<file path="src/rtl/pix_ser_pkg.sv">
package pix_ser_pkg;

    localparam int CHAN_BITS = 6;
    localparam int SLOTS     = 7;
    localparam int DLANES    = 3;

    typedef logic [SLOTS-1:0]             lane_word_t;
    typedef logic [DLANES-1:0][SLOTS-1:0] lane_bank_t;

    typedef enum logic [1:0] {
        ST_IDLE,
        ST_HEAD,
        ST_BODY,
        ST_TAIL
    } seq_state_t;

    // Word bit SLOTS-1 goes out first.
    function automatic lane_bank_t pack_pixel(
        input logic [CHAN_BITS-1:0] r,
        input logic [CHAN_BITS-1:0] g,
        input logic [CHAN_BITS-1:0] b,
        input logic                 hs,
        input logic                 vs,
        input logic                 de
    );
        lane_bank_t bank;
        bank[0] = {g[0], r[5], r[4], r[3], r[2], r[1], r[0]};
        bank[1] = {b[1], b[0], g[5], g[4], g[3], g[2], g[1]};
        bank[2] = {de, vs, hs, b[5], b[4], b[3], b[2]};
        return bank;
    endfunction

endpackage

</file>
<file path="src/rtl/ser_sequencer.sv">
module ser_sequencer
    import pix_ser_pkg::*;
#(
    parameter int NSLOT = 7
) (
    input  logic       clk,
    input  logic       rst_n,
    input  logic       step_en,
    output logic       load_now,
    output logic       shift_now,
    output seq_state_t state_q
);

    localparam int PW = $clog2(NSLOT);
    localparam logic [PW-1:0] LAST_BODY = PW'(NSLOT - 2);

    seq_state_t    state_d;
    logic [PW-1:0] pos_q, pos_d;

    always_ff @(posedge clk or negedge rst_n) begin
        if (!rst_n) begin
            state_q <= ST_IDLE;
            pos_q   <= '0;
        end else begin
            state_q <= state_d;
            pos_q   <= pos_d;
        end
    end

    always_comb begin
        state_d = state_q;
        pos_d   = pos_q;
        if (step_en) begin
            unique case (state_q)
                ST_IDLE: begin
                    state_d = ST_HEAD;
                    pos_d   = '0;
                end
                ST_HEAD: begin
                    state_d = ST_BODY;
                    pos_d   = PW'(1);
                end
                ST_BODY: begin
                    pos_d = pos_q + PW'(1);
                    if (pos_q == LAST_BODY) state_d = ST_TAIL;
                end
                ST_TAIL: begin
                    state_d = ST_HEAD;
                    pos_d   = '0;
                end
                default: begin
                    state_d = ST_IDLE;
                    pos_d   = '0;
                end
            endcase
        end
    end

    always_comb begin
        load_now  = 1'b0;
        shift_now = 1'b0;
        unique case (state_q)
            ST_IDLE, ST_TAIL: load_now  = step_en;
            ST_HEAD, ST_BODY: shift_now = step_en;
            default: begin
                load_now  = 1'b0;
                shift_now = 1'b0;
            end
        endcase
    end

endmodule

</file>
<file path="src/rtl/lane_shifter.sv">
module lane_shifter #(
    parameter int W = 7
) (
    input  logic         clk,
    input  logic         rst_n,
    input  logic         load,
    input  logic         shift,
    input  logic [W-1:0] word,
    output logic         bit_out
);

    logic [W-1:0] sreg;

    always_ff @(posedge clk or negedge rst_n) begin
        if (!rst_n) begin
            sreg <= '0;
        end else if (load) begin
            sreg <= word;
        end else if (shift) begin
            sreg <= {sreg[W-2:0], 1'b0};
        end
    end

    assign bit_out = sreg[W-1];

endmodule

</file>
<file path="src/rtl/pix_lane_serializer.sv">
module pix_lane_serializer
    import pix_ser_pkg::*;
#(
    parameter int         NSLOT       = SLOTS,
    parameter int         NLANE       = DLANES,
    parameter logic [6:0] CLK_PATTERN = 7'b1100011
) (
    input  logic                 clk,
    input  logic                 rst_n,
    input  logic                 step_en,
    input  logic [CHAN_BITS-1:0] red,
    input  logic [CHAN_BITS-1:0] grn,
    input  logic [CHAN_BITS-1:0] blu,
    input  logic                 hsync,
    input  logic                 vsync,
    input  logic                 den,
    output logic                 pix_load,
    output logic [NLANE-1:0]     lane_dat,
    output logic                 lane_clk
);

    logic       load_now;
    logic       shift_now;
    seq_state_t seq_state;
    lane_bank_t bank;

    ser_sequencer #(.NSLOT(NSLOT)) u_seq (
        .clk       (clk),
        .rst_n     (rst_n),
        .step_en   (step_en),
        .load_now  (load_now),
        .shift_now (shift_now),
        .state_q   (seq_state)
    );

    assign bank     = pack_pixel(red, grn, blu, hsync, vsync, den);
    assign pix_load = load_now;

    for (genvar li = 0; li < NLANE; li++) begin : g_data_lane
        lane_shifter #(.W(NSLOT)) u_lane (
            .clk     (clk),
            .rst_n   (rst_n),
            .load    (load_now),
            .shift   (shift_now),
            .word    (bank[li]),
            .bit_out (lane_dat[li])
        );
    end

    lane_shifter #(.W(NSLOT)) u_clk_lane (
        .clk     (clk),
        .rst_n   (rst_n),
        .load    (load_now),
        .shift   (shift_now),
        .word    (CLK_PATTERN),
        .bit_out (lane_clk)
    );

endmodule

</file>
<file path="config.mk">
export PLATFORM = sky130hd
export DESIGN_NAME = pix_lane_serializer
export DESIGN_NICKNAME = d
export VERILOG_FILES = /design/src/rtl/pix_ser_pkg.sv /design/src/rtl/ser_sequencer.sv /design/src/rtl/lane_shifter.sv /design/src/rtl/pix_lane_serializer.sv
export SDC_FILE = /design/constraint.sdc
export NUM_CORES = 1
export LEC_CHECK = 0
export ABC_AREA = 1
export BUFFER_PORTS_ARGS = -buffer_cell sky130_fd_sc_hd__buf_2
export CAP_MARGIN = 5
export CORE_MARGIN = 2
export CORE_UTILIZATION = 45
export DETAILED_ROUTE_END_ITERATION = 8
export PLACE_DENSITY = 0.74
export SYNTH_ARGS = -nofsm -noshare
export SYNTH_HDL_FRONTEND = slang
export SYNTH_HIERARCHICAL = 1
export SYNTH_SLANG_ARGS = --single-unit
</file>
<file path="constraint.sdc">
create_clock -name clk -period 2.7 [get_ports clk]
set_input_delay 0.54 -clock clk [delete_from_list [all_inputs] [get_ports clk]]
set_output_delay 0.54 -clock clk [all_outputs]
set_load 0.005 [all_outputs]
</file>
==> results.toml <==
[run_status]
status = "complete, no violations"

[detailed_routing]
drt-vias-per-instance = 4.714
num_vias = 1320
post_drt_wl_per_cell_um = 10.96
drcViolationCount = 0
wl_um = 3070
dr.pass1.iters = 4
drtIter0Drc = 98
ant_nets = 0

[setup_path]
end_kind = "primary output"
cp.required_ps = 2160
worstRegToRegCells = 8
crit_path_start_kind = "register"
r2r_slack_ps = 970
crit_fanout = 3
cp_data_arrival_time_ps = 1340
worstSetupPathType = "register to primary output"

[floorplanning]
die_w_um = 64.22
num_rows = 21
die_y_um = 64.22
core_area_sq_mm = 0.003416
ios = 29
die_area_sq_mm = 0.004124
initial_utilization = 0.4777

[timing]
finalSetupViolations = 0
relSlewSlack = 0.5223
worstMarginPinSlew_ps = 716.5
fmax_mhz = 531.0
slew_violations = 0
fin_skew_ps = 10.10
rsz0062_at_grt = "false"
fin_hold_ws_ps = 251.7
finalHoldViolations = 0
fin_setup_tns_ps = 0
timing.final.crit_share = 0.6975
period_needed_ps = 1883

[logic_synthesis]
netlist_area_sq_mm = 0.001632
synth_top_area_frac = 0.5061
synth_cells = 196
ys_warn_count = 6
yosysTopAreaCell = "dfrtp_1"
async_flop_share = 1.000
synth_enable_flop_cells = 0
synth-seq-area-share = 0.5061
yosysUniqueCellTypes = 15
synthTopCellsByCount = "74 x nand2_1, 51 x nand3_1, 33 x dfrtp_1"
synth_seq_cells = 33
avgSynthCellArea_sq_um = 8.324
synth_most_common_cell = "nand2_1"
synth_ff_type = "dfrtp_1"
netlist_top_cells_area = "dfrtp_1 51%, nand2_1 17%, nand3_1 16%"

[clock_tree]
clk_pin_slew_ps = 100
cts_sinks = 33
post_cts_buffers = 0
numCtsBuffers = 5
h-tree-depth = 2
post_cts_resized = 0
cts_tree = "done"
clk_path_buf_depth = 2
cts_root_buffer = "clkbuf_4"
holdBufCountCts = 0
clk_latency_ps = 330

[global_route]
antenna_found_initial = 0
grt_pass1_wl_um = 5333
track_usage = 0.1661
grt_pass1_vias = 1267
grt-ovfl-total = 0
grt_max_degree = 37

[layout]
drive_gt1_frac = 0.2222
nFillCells = 341
syn_to_final_growth_pct = 17.18
antenna_cells = 0
final_cells = 280
design_area_sq_mm = 0.001912
nets = 262

[hold_path]
hp-class = "primary input to async pin"

[power]
p_int_w = 0.001358
sequentialPowerShare = 0.372
power_w = 0.002278
p_sw_frac = 0.4039
p_switching_w = 0.0009200
pwr-share-comb = 0.428
peakVddDrop_mv = 0.7105
leakage_nw = 1.017
pwr_density_cell_mw_per_mm2 = 1191
clkPwrFrac = 0.200

[run]
cap_violations = 0

[place]
port_buffers = 28
place.detailed.hpwl_um = 2066
place_inst = 272
postPlaceCellArea_sq_mm = 0.001809
gp_congestion = 0.7811
layout make-up:
| class | instances | area (sq um) | share of cell area |
|---|---|---|---|
| inverter | 14 | 52.55 | 0.02749 |
| clock inverter | 3 | 65.06 | 0.03403 |
| sequential | 33 | 825.8 | 0.4319 |
| clock buffer | 5 | 37.54 | 0.01963 |
| tap | 46 | 57.56 | 0.03010 |
| timing repair buffer | 30 | 155.1 | 0.08115 |
| multi-input combinational | 149 | 718.2 | 0.3757 |
cell families after synthesis:
group | count (synthesis) | synth area share
buffers and inverters | 19 | 0.06672
and+or+nand+nor | 135 | 0.3758
DFF | 33 | 0.5061
other | 2 | 0.004603
AOI/OAI and AO/OA | 2 | 0.008434
adders and majority gates | 5 | 0.03834
stage by stage:
step / utilization / worst slack, ps
2_1_floorplan: - / 396.4
3_3_place_gp: 0.5297 / 1013
3_5_place_dp: 0.5297 / 971.6
4_1_cts: 0.5597 / 792.9
5_1_grt: 0.5597 / 716.4
6_report: 0.5597 / 816.8
registers in the layout (all words and copies together), names as in the netlist:
| register | count |
|---|---|
| g_data_lane.u_lane/sreg | 21 |
| u_clk_lane/sreg | 7 |
| u_seq/pos_q | 3 |
| u_seq/state_q | 2 |
worst max-delay path, stage by stage, from the launching register on:
cell     delay (ps)
dfrtp_1         380
inv_1            70
ha_1            330
nand2_1          70
inv_1            40
buf_2           120
layer usage:
layer  track usage  vias up  share of wire
li1              -      694              -
met1        0.2197      600           0.50
met2        0.2565       22           0.45
met3       0.05986        4          0.045
met4       0.04787        0          0.011
met5             0        -              0
power groups by stage:
stage / Combinational [W] / Sequential (W) / Clock [W]
detailed placement: 0.000989 / 0.000853 / 0
CTS: 0.000984 / 0.000848 / 0.000472
global placement: 0.000951 / 0.000852 / 0
floorplan: 0.000801 / 0.000829 / 0
global route: 0.00113 / 0.000881 / 0.000491
finish: 0.000974 / 0.000847 / 0.000456
path summary, 6_finish.rpt:
| check | to | startpoint |
|---|---|---|
| worst max-delay path | pix_load | u_seq/state_q[0] |
| worst min-delay path | u_seq/state_q[0] | rst_n |
| worst max register to register | g_data_lane[1].u_lane/sreg[5] | u_seq/state_q[0] |
| worst min register to register | g_data_lane[0].u_lane/sreg[0] | g_data_lane[0].u_lane/sreg[0] |
| max in group asynchronous | u_seq/pos_q[1] | rst_n |
| min in group clk | g_data_lane[0].u_lane/sreg[0] | red[0] |
cell usage in the layout, fill, tap and decap left out, types with 4 or more instances in the layout:
master / instances
nand2_1: 74
inv_2: 5
nor2_4: 4
dfrtp_1: 33
ha_1: 5
inv_1: 9
buf_2: 28
clkbuf_4: 5
conb_1: 7
nand3_1: 51
Note: power is estimated with default switching activity, not from simulation.
